### config.mk
export PLATFORM = sky130hd
export DESIGN_NAME = intvec_offset_gen
export DESIGN_NICKNAME = d
export VERILOG_FILES = /design/src/rtl/intvec_offset_gen.sv
export SDC_FILE = /design/constraint.sdc
export NUM_CORES = 1
export LEC_CHECK = 0
export BUFFER_PORTS_ARGS = -buffer_cell sky130_fd_sc_hd__buf_2
export CAP_MARGIN = 5
export CORE_ASPECT_RATIO = 0.7
export CORE_MARGIN = 2
export CORE_UTILIZATION = 53
export DETAILED_ROUTE_END_ITERATION = 16
export PLACE_DENSITY_LB_ADDON = 0.15
export SYNTH_ARGS = -nofsm -noshare
export SYNTH_HDL_FRONTEND = slang
export SYNTH_SLANG_ARGS = --single-unit
### constraint.sdc
create_clock -name clk -period 7.6 [get_ports clk]
set_input_delay 0.76 -clock clk [delete_from_list [all_inputs] [get_ports clk]]
set_output_delay 0.76 -clock clk [all_outputs]
set_load 0.05 [all_outputs]
### src/rtl/intvec_offset_gen.sv
module intvec_offset_gen #(
  parameter int NIRQ  = 8,
  parameter int SPW   = 5,
  parameter int SPLSB = 5,
  parameter int DW    = 32,
  parameter int OFF_W = 18,
  parameter logic [DW-1:0] CTL_MASK  = 32'h0000_03E0,
  parameter logic [DW-1:0] BASE_MASK = 32'h3FFF_F000,
  parameter logic [DW-1:0] BASE_RST  = 32'h8000_0000,
  parameter logic [OFF_W-1:0] LEGACY_OFF = 18'h180,
  parameter logic [OFF_W-1:0] VEC_OFF   = 18'h200
) (
  input  logic             clk,
  input  logic             rst,
  input  logic             req,
  input  logic             cause_iv,
  input  logic [NIRQ-1:0]  cause_pend,
  input  logic             status_bev,
  input  logic [NIRQ-1:0]  status_mask,
  input  logic             vint_cap,
  input  logic             veic_cap,
  input  logic             reg_wr_en,
  input  logic             reg_wr_sel,
  input  logic [DW-1:0]    reg_wr_data,
  output logic [DW-1:0]    ctl_q,
  output logic [DW-1:0]    base_q,
  output logic [OFF_W-1:0] vec_off,
  output logic             vec_valid
);

  localparam int STEP_W = SPW + 5;
  localparam logic [DW-1:0] BASE_KEEP = BASE_RST & ~BASE_MASK;

  logic [SPW-1:0]    spacing;
  logic [NIRQ-1:0]   masked;
  logic [NIRQ-1:0]   prio_slot;
  logic [NIRQ-1:0]   slot;
  logic [STEP_W-1:0] step;
  logic [OFF_W-1:0]  scaled;
  logic              use_vec;
  logic [OFF_W-1:0]  next_off;

  assign spacing = ctl_q[SPLSB +: SPW];
  assign masked  = cause_pend & status_mask;

  always_comb begin
    prio_slot = '0;
    for (int i = 0; i < NIRQ; i++)
      if (masked[i]) prio_slot = NIRQ'(i);
  end

  assign slot    = veic_cap ? cause_pend : prio_slot;
  assign step    = {spacing, 5'b0};
  assign scaled  = OFF_W'(slot) * OFF_W'(step);
  assign use_vec = cause_iv && !status_bev && (spacing != '0) && (vint_cap || veic_cap);
  assign next_off = !cause_iv ? LEGACY_OFF : (use_vec ? VEC_OFF + scaled : VEC_OFF);

  always_ff @(posedge clk) begin
    if (rst) begin
      ctl_q  <= '0;
      base_q <= BASE_KEEP;
    end else if (reg_wr_en) begin
      if (!reg_wr_sel) ctl_q  <= (ctl_q  & ~CTL_MASK)  | (reg_wr_data & CTL_MASK);
      else             base_q <= (base_q & ~BASE_MASK) | (reg_wr_data & BASE_MASK);
    end
  end

  always_ff @(posedge clk) begin
    if (rst) begin
      vec_off   <= '0;
      vec_valid <= 1'b0;
    end else begin
      vec_valid <= req;
      if (req) vec_off <= next_off;
    end
  end


  valid_follows_req_chk: assert property (@(posedge clk) disable iff (rst)
    vec_valid |-> $past(req));


  off_holds_chk: assert property (@(posedge clk) disable iff (rst)
    !vec_valid |-> $stable(vec_off));


  off_aligned_chk: assert property (@(posedge clk) disable iff (rst)
    vec_valid |-> (vec_off[4:0] == 5'd0));


  legacy_off_chk: assert property (@(posedge clk) disable iff (rst)
    (req && !cause_iv) |=> (vec_off == LEGACY_OFF));


  boot_off_chk: assert property (@(posedge clk) disable iff (rst)
    (req && cause_iv && status_bev) |=> (vec_off == VEC_OFF));


  base_untouched_chk: assert property (@(posedge clk) disable iff (rst)
    (reg_wr_en && !reg_wr_sel) |=> $stable(base_q));


  ctl_untouched_chk: assert property (@(posedge clk) disable iff (rst)
    (reg_wr_en && reg_wr_sel) |=> $stable(ctl_q));


  base_fixed_bits_chk: assert property (@(posedge clk) disable iff (rst)
    $stable(base_q & ~BASE_MASK));

endmodule

==> flow_summary.json, run 1 <==
{
  "synth-seq-cells": 37,
  "final_util": 0.595,
  "end_kind": "flop",
  "cpLargestDelayFamily": "adder cells",
  "worstHoldStart": "base_q[29]$_SDFFE_PP0P_",
  "ctsHoldBuffers": 0,
  "drt-total-wl_um": 7260,
  "ys_types": 56,
  "hold_ws_ns": 0.452,
  "max_stage_delay_ns": 0.55,
  "drtIter0Drc": 108,
  "wl_per_cell_um": 13.0,
  "nets": 577,
  "power_leakage_nw": 1.89,
  "powerDensity_mw_per_mm2": 141,
  "numCtsBuffers": 5,
  "slew_viol_final": 0,
  "status": "complete, no violations",
  "min_period_over_period": 0.688,
  "rows": 24,
  "path_common_cell": "fa_1",
  "die_width_um": 98.7,
  "setup_slack_ns": 2.37,
  "ir_drop_uv": 116,
  "final_cell_mix": "83 x buf_2, 55 x nand2_1, 46 x conb_1",
  "reg2reg_depth": 13,
  "cts_resized": 0,
  "whs_path_depth": 2,
  "fillCellCount": 581,
  "avgSynthCellArea_um2": 8.10,
  "place_congestion": 0.795,
  "reg2reg_from": "ctl_q[9]$_SDFFE_PP0P_",
  "layout_min_cycle_time_ns": 5.23,
  "syn_area_mm2": 0.00333,
  "h-tree-depth": 2,
  "numClockSinks": 37,
  "grt_max_degree": 37,
  "cp_slowest_cell": "fa_1",
  "cts_tree": "yes",
  "ff2ff_setup_slack_ns": 3.20,
  "dp_slack_ns": 2.11,
  "cts_root_buf": "clkbuf_8",
  "yosysSeqAreaShare": 0.223,
  "dr.pass1.iters": 4,
  "routed.top_layer": "met4",
  "setup_viol": 0,
  "path_clk_slew_ns": 0.07,
  "antenna_found_initial": 0,
  "clock_path_buffers": 2,
  "fin_skew_ns": 0.00709,
  "cp.arrival_ns": 5.43,
  "diodes": 0,
  "vias": 2829,
  "dr_wl_met3_um": 349,
  "gr-total-overflow": 0,
  "grt_pass1_wl_um": 12000,
  "area_growth_pct": 10.1,
  "r2r-end": "vec_off[17]$_SDFFE_PP0P_",
  "cp_data_required_time_ns": 7.80,
  "hold_path_end": "base_q[29]$_SDFFE_PP0P_",
  "ys.flop_type": "dfxtp_1",
  "worstMarginPinSlew_ns": 0.626,
  "dpl.hpwl_um": 5750,
  "worstPathMaxFanout": 31,
  "worstSetupPathType": "in2reg",
  "holdCritPathClass": "reg2reg",
  "report.final.hold_viol_count": 0,
  "met2_length_um": 3040,
  "rsz0062_at_grt": "false",
  "wl_met1_um": 3860,
  "initial_utilization": 0.541,
  "grtUsageTotal": 0.211,
  "fp.dieH_um": 70.3,
  "drc_errors": 0,
  "drive_gt1_frac": 0.212,
  "ant_nets": 0,
  "netlist_instances": 411,
  "post_cts_buffers": 0,
  "maxCapViolations": 0,
  "io_pins": 140,
  "grt_pass1_vias": 2537,
  "max_slew_margin": 0.583,
  "die_area_mm2": 0.00694,
  "final_common_cell": "buf_2",
  "max_freq_mhz": 191,
  "insertion_delay_ns": 0.29,
  "coreArea_mm2": 0.00616,
  "start_kind": "input pin",
  "io_buffers": 83,
  "crit_buf_inv": 3,
  "yosys_warnings": 0,
  "vias_per_cell": 5.06,
  "synthArstFlopShare": 0,
  "fin_setup_tns_ns": 0,
  "path_cells": "buf_2 > a221oi_1 > a21oi_1 > and2_1 > fa_1 > fa_1 > inv_1 > fa_1 > inv_1 > ha_1 > o21ai_1 > or4b_4 > nand3_4 > nand3_4 > nor3_4 > a21oi_1 > o31ai_2",
  "synth_edf_count": 0
}
-- metrics by stage --
step | instances | cell area [um2] | total power, mW
4_1_cts | 559 | 3660 | 0.519
2_1_floorplan | 455 | 3490 | 0.369
3_5_place_dp | 551 | 3580 | 0.388
5_1_grt | 559 | 3660 | 0.542
6_report | 559 | 3660 | 0.515
3_3_place_gp | 551 | 3580 | 0.385
-- metal layers --
metal	up-vias	track usage
li1	1420	-
met1	1328	0.327
met2	79	0.315
met3	2	0.0390
met4	0	0.0259
met5	-	0
-- kinds of logic (layout without fill, tap and decap cells) --
group,Yosys count,after routing,synth area share
AO/OA/AOI/OAI,64,64,0.129
XOR/XNOR,12,12,0.0338
adder cells (fa/ha/maj),40,40,0.191
buffers and inverters,100,126,0.167
flip-flops,37,37,0.223
multiplexers,6,6,0.0180
other,2,46,0.00226
AND/OR/NAND/NOR,150,150,0.236
-- how the worst max path moves through the flow --
stage	from	to	cells past startpoint
after floorplan	cause_pend[2]	vec_off[17]$_SDFFE_PP0P_	18
after global placement	cause_pend[2]	vec_off[17]$_SDFFE_PP0P_	19
after detailed placement	cause_pend[2]	vec_off[17]$_SDFFE_PP0P_	19
after CTS	cause_pend[2]	vec_off[17]$_SDFFE_PP0P_	19
after global routing	veic_cap	vec_off[16]$_SDFFE_PP0P_	17
final	veic_cap	vec_off[17]$_SDFFE_PP0P_	17
-- sequential cells by signal, indices dropped and copies added (netlist names) --
register,flops
base_q,18
vec_valid,1
ctl_q,5
vec_off,13
-- Yosys cell counts, drive strengths merged (4+ instances only) --
library cell  instances  area, um2
nand2                55        206
buf                  48        362
dfxtp                37        741
inv                  35        131
a21oi                28        140
nor2                 25       93.8
nand3                24        145
ha                   22        275
fa                   18        360
clkbuf               17       63.8
and2                 12       75.1
and3                  9       56.3
xnor2                 8       77.6
nor2b                 7       51.3
a22oi                 6       45.0
mux2i                 6       60.1
nor3                  5       36.3
o21ai                 4       20.0
o31ai                 4       40.0
xor2                  4       35.0
-- where the power goes --
| part | switching (mW) | leakage (nW) | internal [mW] |
|---|---|---|---|
| sequential | 0.00662 | 0.302 | 0.201 |
| combinational | 0.133 | 1.55 | 0.0429 |
| clock | 0.0676 | 0.0450 | 0.0635 |
| total | 0.208 | 1.89 | 0.308 |
-- worst min-delay path, stage by stage, from the launching register on --
cell	delay [ns]
dfxtp_1	0.31
nand2_1	0.05
a21oi_1	0.05
-- area by class of cell --
type	count	area (um2)	share of cell area
clock buffers	6	72.6	0.0198
repair buffers	83	415	0.113
inverters	35	131	0.0359
multi-input cells	318	2200	0.599
flip-flops and latches	37	741	0.202
well taps	78	97.6	0.0266
clock inverters	2	10.0	0.00273
(Power assumes the default switching activity.)
==> run 2, diff against run 1 <==
ABC_AREA = 1   (was unset)
CORE_UTILIZATION = 49   (was 53)
clock period = 5.16 ns   (was 7.6 ns; I/O delays follow)
==> flow_summary.json, run 2 <==
{
  "synth.area.mux_share": 0,
  "final_common_cell": "nand2_1",
  "grt_pass1_wl_um": 12300,
  "ctsHoldBuffers": 0,
  "synth_commonest_cells": "126 x nand2_1, 78 x inv_1, 47 x buf_4",
  "worstSetupPathType": "in2reg",
  "cp.arrival_ns": 4.56,
  "yosys.area.top_type_share": 0.217,
  "die_area_mm2": 0.00766,
  "dpl.hpwl_um": 6160,
  "synth-xor-area-share": 0.00257,
  "synthArstFlopShare": 0,
  "yosys.area_share.adder": 0.186,
  "nets": 667,
  "final_cells": 665,
  "power_leakage_nw": 2.09,
  "die_width_um": 104,
  "synth_top_family_by_area": "simple AND/OR/NAND/NOR gates",
  "status": "complete, no violations",
  "cts_tree": "yes",
  "cts_root_buf": "clkbuf_8",
  "io_buffers": 83,
  "avgSynthCellArea_um2": 6.97,
  "synth_compound_area_frac": 0.0894,
  "place_congestion": 0.892,
  "io_pins": 140,
  "antenna_found_initial": 0,
  "worstPathMaxFanout": 4,
  "wl_per_cell_um": 10.9,
  "drive_gt1_frac": 0.231,
  "yosysSeqAreaShare": 0.217,
  "fp.dieH_um": 73.8,
  "synth_area_leader_cell": "dfxtp_1",
  "ant_nets": 0,
  "rsz0062_at_grt": "false",
  "cts_resized": 0,
  "cp_slowest_cell": "fa_1",
  "report.final.hold_viol_count": 0,
  "dp.cells": 657,
  "synth_edf_count": 0,
  "insertion_delay_ns": 0.29,
  "max_freq_mhz": 227,
  "synthSimpleGateAreaFrac": 0.300,
  "path_clk_slew_ns": 0.08,
  "holdCritPathClass": "in2reg",
  "start_kind": "input pin",
  "grt_max_degree": 38,
  "power.total_mw": 0.870,
  "numClockSinks": 37,
  "final_area_mm2": 0.00385,
  "path_cells": "buf_2 > nand2_1 > nand3_1 > o21ai_0 > o21ai_0 > a22oi_1 > or2_2 > nand3_1 > fa_1 > fa_1 > fa_1 > inv_1 > ha_1 > xnor2_1 > ha_1 > inv_1 > nor2_4 > nand2_2 > nor2_4 > nand4_1 > nand3_2 > a21oi_2",
  "area_growth_pct": 12.7,
  "coreArea_mm2": 0.00676,
  "final_cell_mix": "126 x nand2_1, 83 x buf_2, 78 x inv_1",
  "rows": 25,
  "post_cts_buffers": 0,
  "fillCellCount": 677,
  "drc_errors": 0,
  "grtUsageTotal": 0.197,
  "maxCapViolations": 0,
  "setup_viol": 0,
  "path_common_cell": "fa_1",
  "diodes": 0,
  "ir_drop_uv": 94.5,
  "cp_data_required_time_ns": 5.31,
  "postPlaceCellArea_mm2": 0.00373,
  "min_period_over_period": 0.855,
  "fin_setup_tns_ns": 0,
  "crit_buf_inv": 3,
  "ys.flop_type": "dfxtp_1",
  "setup_slack_ns": 0.748,
  "dr.pass1.iters": 4,
  "end_kind": "flop",
  "numCtsBuffers": 5,
  "drtIter0Drc": 162,
  "slew_viol_final": 0,
  "powerDensity_mw_per_mm2": 226,
  "fin_skew_ns": 0.00458,
  "synth_most_common_cell": "nand2_1",
  "vias_per_cell": 4.48,
  "worstMarginPinSlew_ns": 0.697,
  "largest_reg_flops": 18,
  "dp_slack_ns": 0.442,
  "max_slew_margin": 0.536,
  "ys_types": 32,
  "reg_top3": "base_q (18), vec_off (13), ctl_q (5)",
  "cpLargestDelayFamily": "adder cells",
  "drt-total-wl_um": 7260,
  "max_stage_delay_ns": 0.54,
  "netlist_instances": 490,
  "gr-total-overflow": 0,
  "clock_path_buffers": 2,
  "yosys_warnings": 0,
  "syn_area_mm2": 0.00341,
  "h-tree-depth": 2,
  "vias": 2982,
  "grt_pass1_vias": 2759,
  "synth-seq-cells": 37,
  "initial_utilization": 0.505,
  "layout_min_cycle_time_ns": 4.41,
  "ys_top_cells_by_area": "dfxtp_1 22%, nand2_1 14%, fa_1 11%, buf_4 10%, inv_1 8.6%",
  "top_register": "base_q"
}
## run 2: kinds of logic (layout without fill, tap and decap cells)
family,after synthesis,in the layout
adder cells (fa/ha/maj),40,40
flip-flops,37,37
AND/OR/NAND/NOR,219,219
AO/OA/AOI/OAI,54,54
XOR/XNOR,1,1
other,2,46
buffers and inverters,137,174
## run 2: layout make-up
cell class | instances | area (um2) | area share
timing repair buffer | 83 | 415 | 0.108
clock buffer | 5 | 68.8 | 0.0179
multi-input combinational | 360 | 2150 | 0.558
inverter | 83 | 312 | 0.0809
sequential | 37 | 741 | 0.192
tap | 94 | 118 | 0.0306
clock inverter | 3 | 46.3 | 0.0120
## run 2: per-layer routing
layer  GRT usage  vias up  wire (um)
li1            -     1573          -
met1       0.271     1321       3540
met2       0.313       84       3120
met3      0.0541        4        548
met4      0.0435        0         48
met5           0        -          0
## run 2: report_power, final
part,switching [mW],internal (mW)
Clock,0.105,0.145
Combinational,0.236,0.0763
Sequential,0.0103,0.297
Total,0.352,0.518
## run 2: final timing paths
check	from	endpoint	slack [ns]	cells past startpoint
setup / recovery	cause_pend[2]	vec_off[17]$_SDFFE_PP0P_	0.75	22
hold / removal	reg_wr_data[24]	base_q[24]$_SDFFE_PP0P_	0.46	3
setup reg to reg	ctl_q[8]$_SDFFE_PP0P_	vec_off[17]$_SDFFE_PP0P_	1.03	19
hold reg to reg	base_q[19]$_SDFFE_PP0P_	base_q[19]$_SDFFE_PP0P_	0.46	2
## run 2: metrics by stage
step | util | hold WS, ns
after global placement | 0.553 | 0.449
after detailed placement | 0.553 | 0.453
after CTS | 0.570 | 0.456
after floorplan | - | 0.661
final | 0.570 | 0.459
after global routing | 0.570 | 0.445
## run 2: worst min-delay path: stages
cell     delay (ns)
buf_2          0.09
nand2_1        0.05
a21oi_1        0.05
